===== src/rtl/ipi_tmr_ctl.sv =====
module ipi_tmr_ctl #(
  parameter int unsigned NCPU = 4,
  parameter int unsigned DW   = 32
) (
  input  logic          clk,
  input  logic          rst_n,
  input  logic          wr_en,
  input  logic [1:0]    wr_sel,
  input  logic [DW-1:0] wr_data,
  input  logic [1:0]    rd_sel,
  input  logic [1:0]    req_id,
  output logic [DW-1:0] rd_data,
  input  logic          tick,
  output logic [NCPU-1:0] ipi_irq,
  output logic [NCPU-1:0] tmr_irq,
  output logic          err,
  output logic          warn
);
  localparam int unsigned MW = 4;
  localparam logic [MW-1:0] PRESENT = MW'((1 << NCPU) - 1);

  logic [MW-1:0] ipi_q, tmr_q, ipi_req, ipi_clr, tmr_clr, ipi_d, tmr_d;
  logic is_ctl, is_iclr, is_tclr, is_ireq, err_d, warn_d;

  assign is_ctl  = wr_en && wr_sel == 2'd0;
  assign is_iclr = wr_en && wr_sel == 2'd1;
  assign is_tclr = wr_en && wr_sel == 2'd2;
  assign is_ireq = wr_en && wr_sel == 2'd3;

  assign ipi_req = PRESENT & (is_ctl ? wr_data[15:12] : is_ireq ? wr_data[3:0] : '0);
  assign ipi_clr = PRESENT & (is_ctl ? wr_data[11:8]  : is_iclr ? wr_data[3:0] : '0);
  assign tmr_clr = PRESENT & (is_ctl ? wr_data[7:4]   : is_tclr ? wr_data[3:0] : '0);

  assign ipi_d = (ipi_q | ipi_req) & ~ipi_clr;
  assign tmr_d = (tmr_q & ~tmr_clr) | (tick ? PRESENT : '0);

  assign err_d  = (is_ctl && wr_data[15:4] == '0 && !wr_data[28])
               || ((is_iclr || is_tclr || is_ireq) && wr_data[3:0] == '0);
  assign warn_d = |(ipi_req & ipi_q) || |(ipi_clr & ~(ipi_q | ipi_req));

  always_ff @(posedge clk) begin
    if (!rst_n) begin
      ipi_q <= '0;
      tmr_q <= '0;
      err   <= 1'b0;
      warn  <= 1'b0;
    end else begin
      ipi_q <= err_d ? ipi_q : ipi_d;
      tmr_q <= err_d ? (tmr_q | (tick ? PRESENT : '0)) : tmr_d;
      err   <= err_d;
      warn  <= warn_d;
    end
  end

  always_comb begin
    rd_data = '0;
    case (rd_sel)
      2'd0: begin
        rd_data[11:8] = ipi_q;
        rd_data[7:4]  = tmr_q;
        rd_data[1:0]  = req_id;
      end
      2'd1: rd_data[3:0] = ipi_q;
      2'd2: rd_data[3:0] = tmr_q;
      default: rd_data = '0;
    endcase
  end

  assign ipi_irq = ipi_q[NCPU-1:0];
  assign tmr_irq = tmr_q[NCPU-1:0];
endmodule


===== config.mk =====
export PLATFORM = sky130hd
export DESIGN_NAME = ipi_tmr_ctl
export DESIGN_NICKNAME = d
export VERILOG_FILES = /design/src/rtl/ipi_tmr_ctl.sv
export SDC_FILE = /design/constraint.sdc
export NUM_CORES = 1
export LEC_CHECK = 0
export BUFFER_PORTS_ARGS = -buffer_cell sky130_fd_sc_hd__buf_2
export CAP_MARGIN = 20
export CORE_ASPECT_RATIO = 1.75
export CORE_MARGIN = 2
export CORE_UTILIZATION = 30
export DETAILED_ROUTE_END_ITERATION = 16
export GPL_TIMING_DRIVEN = 0
export HOLD_SLACK_MARGIN = 0.15
export PLACE_DENSITY = 0.66
export SYNTH_ARGS = -nofsm -noshare
export SYNTH_HDL_FRONTEND = slang
export SYNTH_SLANG_ARGS = --single-unit

===== constraint.sdc =====
create_clock -name clk -period 2.54 [get_ports clk]
set_clock_uncertainty 0.2 [all_clocks]
set_input_delay 0.381 -clock clk [delete_from_list [all_inputs] [get_ports clk]]
set_output_delay 0.381 -clock clk [all_outputs]
set_load 0.03 [all_outputs]

Yosys cells after proc, flatten, opt, wreduce, memory -nomap -nowiden
Cells that the tools add are included.

Eq/ne operators: 5. Bitwise logic cells: 10. Reductions and logical operators: 18. Multiplexer cells: 11.

Operator list (count): two-way mux 4 bit (8); bitwise AND 4 bit (4); logical NOT 12 bit (1); inverter 4 bit (3); OR 4 bit (3); two-way mux 8 bit (1); OR reduction 4 bit (2); logical AND 1 bit (7); equality test 2 bit, second input constant (3); case mux 2 bit (3 select lines) (1); equality test 2 x 1 -> 1 bit, second input constant (2); logical NOT 2 bit (2); logical NOT 4 bit (1); logical OR 1 bit (4); case mux 2 bit (2 select lines) (1); logical NOT 1 bit (1).

Flip-flop bits (word level): 10. Output and inout bits: 42. Word-level logic and storage cells: 48. Input port bits: 42.

Longest topological paths before layout
Gate-level depths: netlist of run 1.

Depth after elaboration: 9. Mapped depth: 5. Mapped depth without buffers: 4.

Worst setup path after synthesis of run 1
Ideal clock, no wire load.

Kind: input port to output port. Start point: input rd_sel[0]. End point: output rd_data[0]. Arrival: 1196 ps. Setup slack: 763 ps. Path buffers: 0. Cell stages on the path: 4. Data required time: 1959 ps. Path through: inv_1 ha_1 a222oi_1 nor2_1.

Longest elaborated chain between the ends: 2. Elaborated cells between the ends (all ways): 4. Classes of those cells: 2 x eq/ne; 1 x mux; 1 x reduce/logical.

RTL lines: start: declaration (line 10) `input logic [1:0] rd_sel,`; equality test 2 bit (tied with other cells) (line 57) `case (rd_sel)`; case mux 2 bit (3 select lines) (*) (line 57); end: declaration (line 12) `output logic [DW-1:0] rd_data,`.

Mark *: on every way between the ends. The rest lies on a longest branch, timed or not.

Final worst setup path of run 1
Same ends and word-level chain as after synthesis.

==> flow_summary_export.csv, run 1 <==
group,metric,value,unit
setup_path,cp.depth,6,
cells_and_area,drive_gt1_frac,0.418,
setup_path,reg2reg_slack,1.19,ns
cts,cts_tree,"yes",
placement,portBuffers,46,
routing,met1_length,945,µm
timing,min_period_over_period,0.764,
synthesis,synthAdderAreaFrac,0.0514,
timing,setup_viol,0,
synthesis,ys_seq_area_frac,0.206,
grt,grt_pass1_vias,1009,
grt,overflow,0,
synthesis,synth-simple-area-share,0.235,
cts,cts_sinks,10,
setup_path,worstPathRequired,1.96,ns
synthesis,ys_ff_latch,10,
timing,hold_viol,0,
floorplan,dieArea,3730,µm²
floorplan,core,3110,µm²
setup_path,r2r_cells,3,
routing,ant_nets,0,
floorplan,start_util,0.313,
cts,postCtsSetupRepairBufs,0,
grt,antenna_found_initial,0,
cells_and_area,num-fill-cells,346,
hold_path,hold_path_class,"input pin to register",
synthesis,synth_top_family_by_area,"simple AND/OR/NAND/NOR gates",
setup_path,start_kind,"input pin",
routing,met3WireLength,202,µm
cts,cts_buffer_depth,2,
timing,slew_viol_final,0,
cts,htreeDepth,1,
cells_and_area,num_antenna_cells,0,
routing,wire_per_inst,11.2,µm
setup_path,worst_path_max_delay_cell,"ha_1",
routing,via_per_inst,4.45,
cts,postCtsHoldBufs,0,
routing,dr_total_vias,1033,
setup_path,arrival,1.36,ns
timing,grt_setup_unrepaired,"no",
placement,dp_hpwl,2.19,mm
timing,max_freq,0.515,GHz
synthesis,synth_compound_area_frac,0.201,
cells_and_area,layout_common_cells,"47 x buf_2, 20 x buf_4, 20 x conb_1, 10 x dfxtp_1",
routing,drc,0,
cts,cts-resized-gates,0,
cts,insertion_delay,0.24,ns
setup_path,startpoint,"rd_sel[0]",
setup_path,crit_chain,"buf_2 > inv_1 > ha_1 > a222oi_1 > nor2_1 > buf_2",
placement,placed_cells,228,
synthesis,syn_area,973,µm²
cts,cts_inserted_buffers,3,
power,leakagePower,0.769,nW
setup_path,r2r_end,"warn",
setup_path,path_common_cell,"buf_2",
cells_and_area,nets,236,
synthesis,yosys_warnings,0,
timing,final.setup.tns,0,ns
power,p_per_area,434,nW/µm²
routing,wl,2.60,mm
cells_and_area,seqCellArea,200,µm²
cells_and_area,syn_to_final_growth,42.2,%
floorplan,ios,84,
setup_path,max_stage_delay,0.30,ns
grt,track_usage,0.153,
cells_and_area,final_common_cell,"buf_2",
routing,wl_met2,1.40,mm
synthesis,synth_area_per_cell,8.11,µm²
power,ir_drop,0.202,mV
setup_path,crit_end,"rd_data[0]",
floorplan,dieHeight,79.4,µm
floorplan,rows,27,
setup_path,reg2reg_from,"ipi_irq[3]",
timing,period_minus_slack,1.94,ns
cts,cts_root_buf,"clkbuf_8",
cells_and_area,multiInputGateArea,652,µm²
routing,dr.max_layer_used,"met4",
grt,grt_pass1_wl,4.26,mm
setup_path,worstPathMaxFanout,10,
placement,place.gp.congestion,0.759,
flow_run,maxCapViolations,0,
synthesis,syn_inst,120,
cts,path_clk_slew,0.05,ns
synthesis,synth-xor-area-share,0,
synthesis,ys_types,33,
setup_path,worstSetupPathType,"input pin to output port",
setup_path,cp_num_buf_inv,3,
setup_path,cp-end-kind,"output port",
grt,grt_max_degree,11,
status,status,"finished, final reports clean",
routing,drt-initial-drc-count,10,
setup_path,crit_family,"buffers and inverters",
synthesis,synth_mux_area_frac,0.105,
cells_and_area,instances_no_fill,232,
routing,dr.pass1.iters,3,
floorplan,die_w,47.1,µm
==> sequential cells by signal, summed over array words and instances (netlist names) <==
register  cells
err           1
ipi_irq       4
tmr_irq       4
warn          1
==> cells in the mapped netlist <==
cell       count  area share
a2111oi_0      1      0.0090
a21boi_1       1      0.0077
a21o_1         2       0.015
a21o_2         1      0.0090
a21oi_1        4       0.021
a222oi_1       2       0.021
a22oi_1        2       0.015
and2_1         8       0.051
and3_1         4       0.026
buf_2          1      0.0051
buf_4         20        0.15
buf_6          2       0.023
clkbuf_1       1      0.0039
conb_1         1      0.0039
dfxtp_1       10        0.21
ha_1           4       0.051
inv_1          3       0.012
mux2_2         2       0.023
mux2i_1        8       0.082
nand2_1        8       0.031
nand2b_1       2       0.013
nand3_1        1      0.0051
nand3b_1       2       0.015
nand4_1        1      0.0064
nor2_1         7       0.027
nor2_2         1      0.0064
nor2b_1        3       0.019
nor3_1         3       0.015
nor4_1         3       0.019
o21a_1         8       0.062
o221a_2        2       0.023
o22ai_1        1      0.0064
o41a_1         1       0.012
==> layout make-up <==
class | instances | share of cell area
Sequential cell | 10 | 0.145
Timing Repair Buffer | 46 | 0.166
Buffer | 24 | 0.131
Inverter | 3 | 0.00814
Multi-Input combinational cell | 102 | 0.471
Tap cell | 43 | 0.0389
Clock buffer | 4 | 0.0398
==> cell families (layout without fill, tap and decap cells) <==
family | Yosys count | after routing
simple gates | 43 | 43
buf+inv | 27 | 77
compound gates | 25 | 25
mux | 10 | 10
flops | 10 | 10
fa+ha+maj | 4 | 4
other cells | 1 | 20
==> per-layer routing <==
layer / track usage / up-vias
li1: - / 522
met1: 0.157 / 458
met2: 0.281 / 48
met3: 0.0318 / 5
met4: 0.0583 / 0
met5: 0 / -
==> through the flow <==
stage / instance area [µm²] / hold WS [ns] / power [mW] / util / setup WS, ns
detailed placement: 1330 / 0.360 / 0.396 / 0.428 / 0.607
global placement: 1330 / 0.362 / 0.395 / 0.428 / 0.605
floorplan: 1040 / 0.305 / 0.340 / - / 0.763
finish: 1380 / 0.198 / 0.600 / 0.445 / 0.600
CTS: 1380 / 0.209 / 0.601 / 0.445 / 0.601
global route: 1380 / 0.227 / 0.634 / 0.445 / 0.431
==> worst min-delay path by stage <==
stage,to,cells after the start,slack (ns),from
after CTS,tmr_irq[2],2,0.21,tick
after detailed placement,ipi_irq[3],2,0.36,ipi_irq[3]
after floorplan,tmr_irq[0],1,0.30,tick
after global routing,tmr_irq[3],2,0.23,tick
after global placement,ipi_irq[3],2,0.36,ipi_irq[3]
final,tmr_irq[2],2,0.20,tick
==> power breakdown <==
group	internal, mW	leakage (nW)	switching, mW
sequential	0.167	0.0825	0.00997
clock	0.137	0.0288	0.0698
combinational	0.0841	0.658	0.132
total	0.388	0.769	0.212
Power figures use the tool's default switching activity.
==> run 2: changes to the inputs <==
--- a/config.mk
+++ b/config.mk
@@ -13,7 +13,7 @@
 export DETAILED_ROUTE_END_ITERATION = 16
 export GPL_TIMING_DRIVEN = 0
 export HOLD_SLACK_MARGIN = 0.15
-export PLACE_DENSITY = 0.66
+export PLACE_DENSITY = 0.68
 export SYNTH_ARGS = -nofsm -noshare
 export SYNTH_HDL_FRONTEND = slang
 export SYNTH_SLANG_ARGS = --single-unit
==> constraint.sdc (replaced) <==
create_clock -name clk -period 1.75 [get_ports clk]
set_clock_uncertainty 0.2 [all_clocks]
set_input_delay 0.2625 -clock clk [delete_from_list [all_inputs] [get_ports clk]]
set_output_delay 0.2625 -clock clk [all_outputs]
set_load 0.03 [all_outputs]
==> run 2 against run 1 <==
Net effect:
- routed wire length rose by 2.0%
- non-clock buffer count rose by 5
- critical path depth did not move
- largest power group unchanged
==> flow_summary_export.csv, run 2 (same netlist as run 1, synthesis figures left out) <==
group,metric,value,unit
cts,cts_buffer_depth,2,
setup_path,cp-end-kind,"output port",
timing,hold_viol,0,
timing,slew_viol_final,0,
cells_and_area,layout_common_cells,"46 x buf_2, 21 x buf_4, 20 x conb_1, 10 x dfxtp_1",
timing,setup_viol,0,
status,status,"finished, final reports clean",
placement,place.gp.congestion,0.754,
routing,wl,2.65,mm
floorplan,dieHeight,79.4,µm
setup_path,reg2reg_from,"ipi_irq[3]",
floorplan,dieArea,3730,µm²
timing,min_period_over_period,0.953,
cells_and_area,syn_to_final_growth,47.9,%
grt,overflow,0,
setup_path,worst_path_max_delay_cell,"a222oi_1",
routing,dr_total_vias,1038,
placement,dp_hpwl,2.21,mm
timing,grt_setup_unrepaired,"no",
hold_path,hold_path_class,"input pin to register",
cells_and_area,num_antenna_cells,0,
placement,placed_cells,228,
setup_path,crit_family,"buffers and inverters",
setup_path,crit_chain,"buf_2 > inv_1 > ha_2 > a222oi_1 > nor2_1 > buf_2",
power,total_power,0.820,mW
routing,dr.pass1.iters,4,
setup_path,max_stage_delay,0.27,ns
power,ir_drop,0.589,mV
setup_path,worstSetupPathType,"input pin to output port",
cts,cts_sinks,10,
setup_path,path_common_cell,"buf_2",
routing,drc,0,
routing,drt-initial-drc-count,28,
routing,wire_per_inst,11.2,µm
floorplan,rows,27,
floorplan,start_util,0.313,
cts,htreeDepth,1,
setup_path,startpoint,"rd_sel[0]",
grt,grt_pass1_wl,4.32,mm
cells_and_area,seqCellArea,200,µm²
routing,via_per_inst,4.40,
power,p_per_area,569,nW/µm²
setup_path,r2r_end,"warn",
flow_run,maxCapViolations,0,
placement,portBuffers,46,
power,leakagePower,0.778,nW
setup_path,reg2reg_slack,0.40,ns
setup_path,start_kind,"input pin",
cells_and_area,instances_no_fill,236,
grt,track_usage,0.156,
cells_and_area,num-fill-cells,336,
placement,dp_slack,-0.0134,ns
timing,max_freq,0.599,GHz
cells_and_area,final_common_cell,"buf_2",
cts,path_clk_slew,0.05,ns
grt,grt_pass1_vias,1063,
timing,fin_ws,0.0815,ns
setup_path,cp_num_buf_inv,3,
setup_path,crit_end,"rd_data[1]",
routing,ant_nets,0,
cells_and_area,multiInputGateArea,669,µm²
setup_path,cp.depth,6,
cts,cts_tree,"yes",
grt,grt_max_degree,11,
timing,period_minus_slack,1.67,ns
cells_and_area,drive_gt1_frac,0.425,
setup_path,arrival,1.21,ns
cells_and_area,fin_util,0.463,
setup_path,worstPathMaxFanout,10,
setup_path,r2r_cells,3,
timing,final.setup.tns,0,ns
floorplan,die_w,47.1,µm
cts,cts_root_buf,"clkbuf_8",
setup_path,worstPathRequired,1.29,ns
grt,antenna_found_initial,0,
floorplan,ios,84,
cts,cts_inserted_buffers,3,
floorplan,core,3110,µm²
cts,insertion_delay,0.22,ns
cells_and_area,nets,241,
-- run 2: worst register-to-register path, delay by kind of cell, from the launching register on --
family / cells / cell delay, ns
AOI/OAI and AO/OA: 1 / 0.42
and+or+nand+nor: 1 / 0.14
muxes: 1 / 0.07
DFF: 1 / 0.40
-- run 2: worst min-delay path by stage --
stage	start	cells past startpoint	endpoint	slack, ns
after floorplan	tick	1	tmr_irq[0]	0.19
after global placement	tick	2	tmr_irq[0]	0.33
after detailed placement	tick	2	tmr_irq[2]	0.33
after CTS	wr_data[10]	4	err	0.15
after global routing	wr_data[10]	4	err	0.18
final	wr_data[10]	4	err	0.15
-- run 2: through the flow --
step,instance area [µm²],hold WS [ns]
after floorplan,1040,0.186
after global placement,1330,0.326
after detailed placement,1330,0.331
after CTS,1420,0.150
after global routing,1440,0.184
final,1440,0.145
-- run 2: power breakdown --
part / internal [mW] / switching, mW / leakage [nW]
logic: 0.132 / 0.196 / 0.674
clock network: 0.150 / 0.0828 / 0.0216
registers: 0.243 / 0.0155 / 0.0825
-- run 2: routing by layer --
layer  up-vias  wire length, µm  GRT usage
met5         -                0          0
met4         0               44     0.0611
met3         4              236     0.0341
met2        49             1480      0.297
met1       453              892      0.145
li1        532                -          -
-- run 2: layout make-up --
type                    count  area share
multi-input cells         102       0.465
flip-flops and latches     10       0.139
inverters                   3     0.00782
clock buffers               3      0.0287
plain buffers              24       0.126
well taps                  43      0.0374
repair buffers             51       0.196
-- run 2: what timing repair did --
item / CTS / global route
resized for setup: 0 / 7
hold endpoints to repair: 5 / 0
hold buffers: 5 / 0
buffers inserted: 0 / 0
setup endpoints to repair: 0 / 2
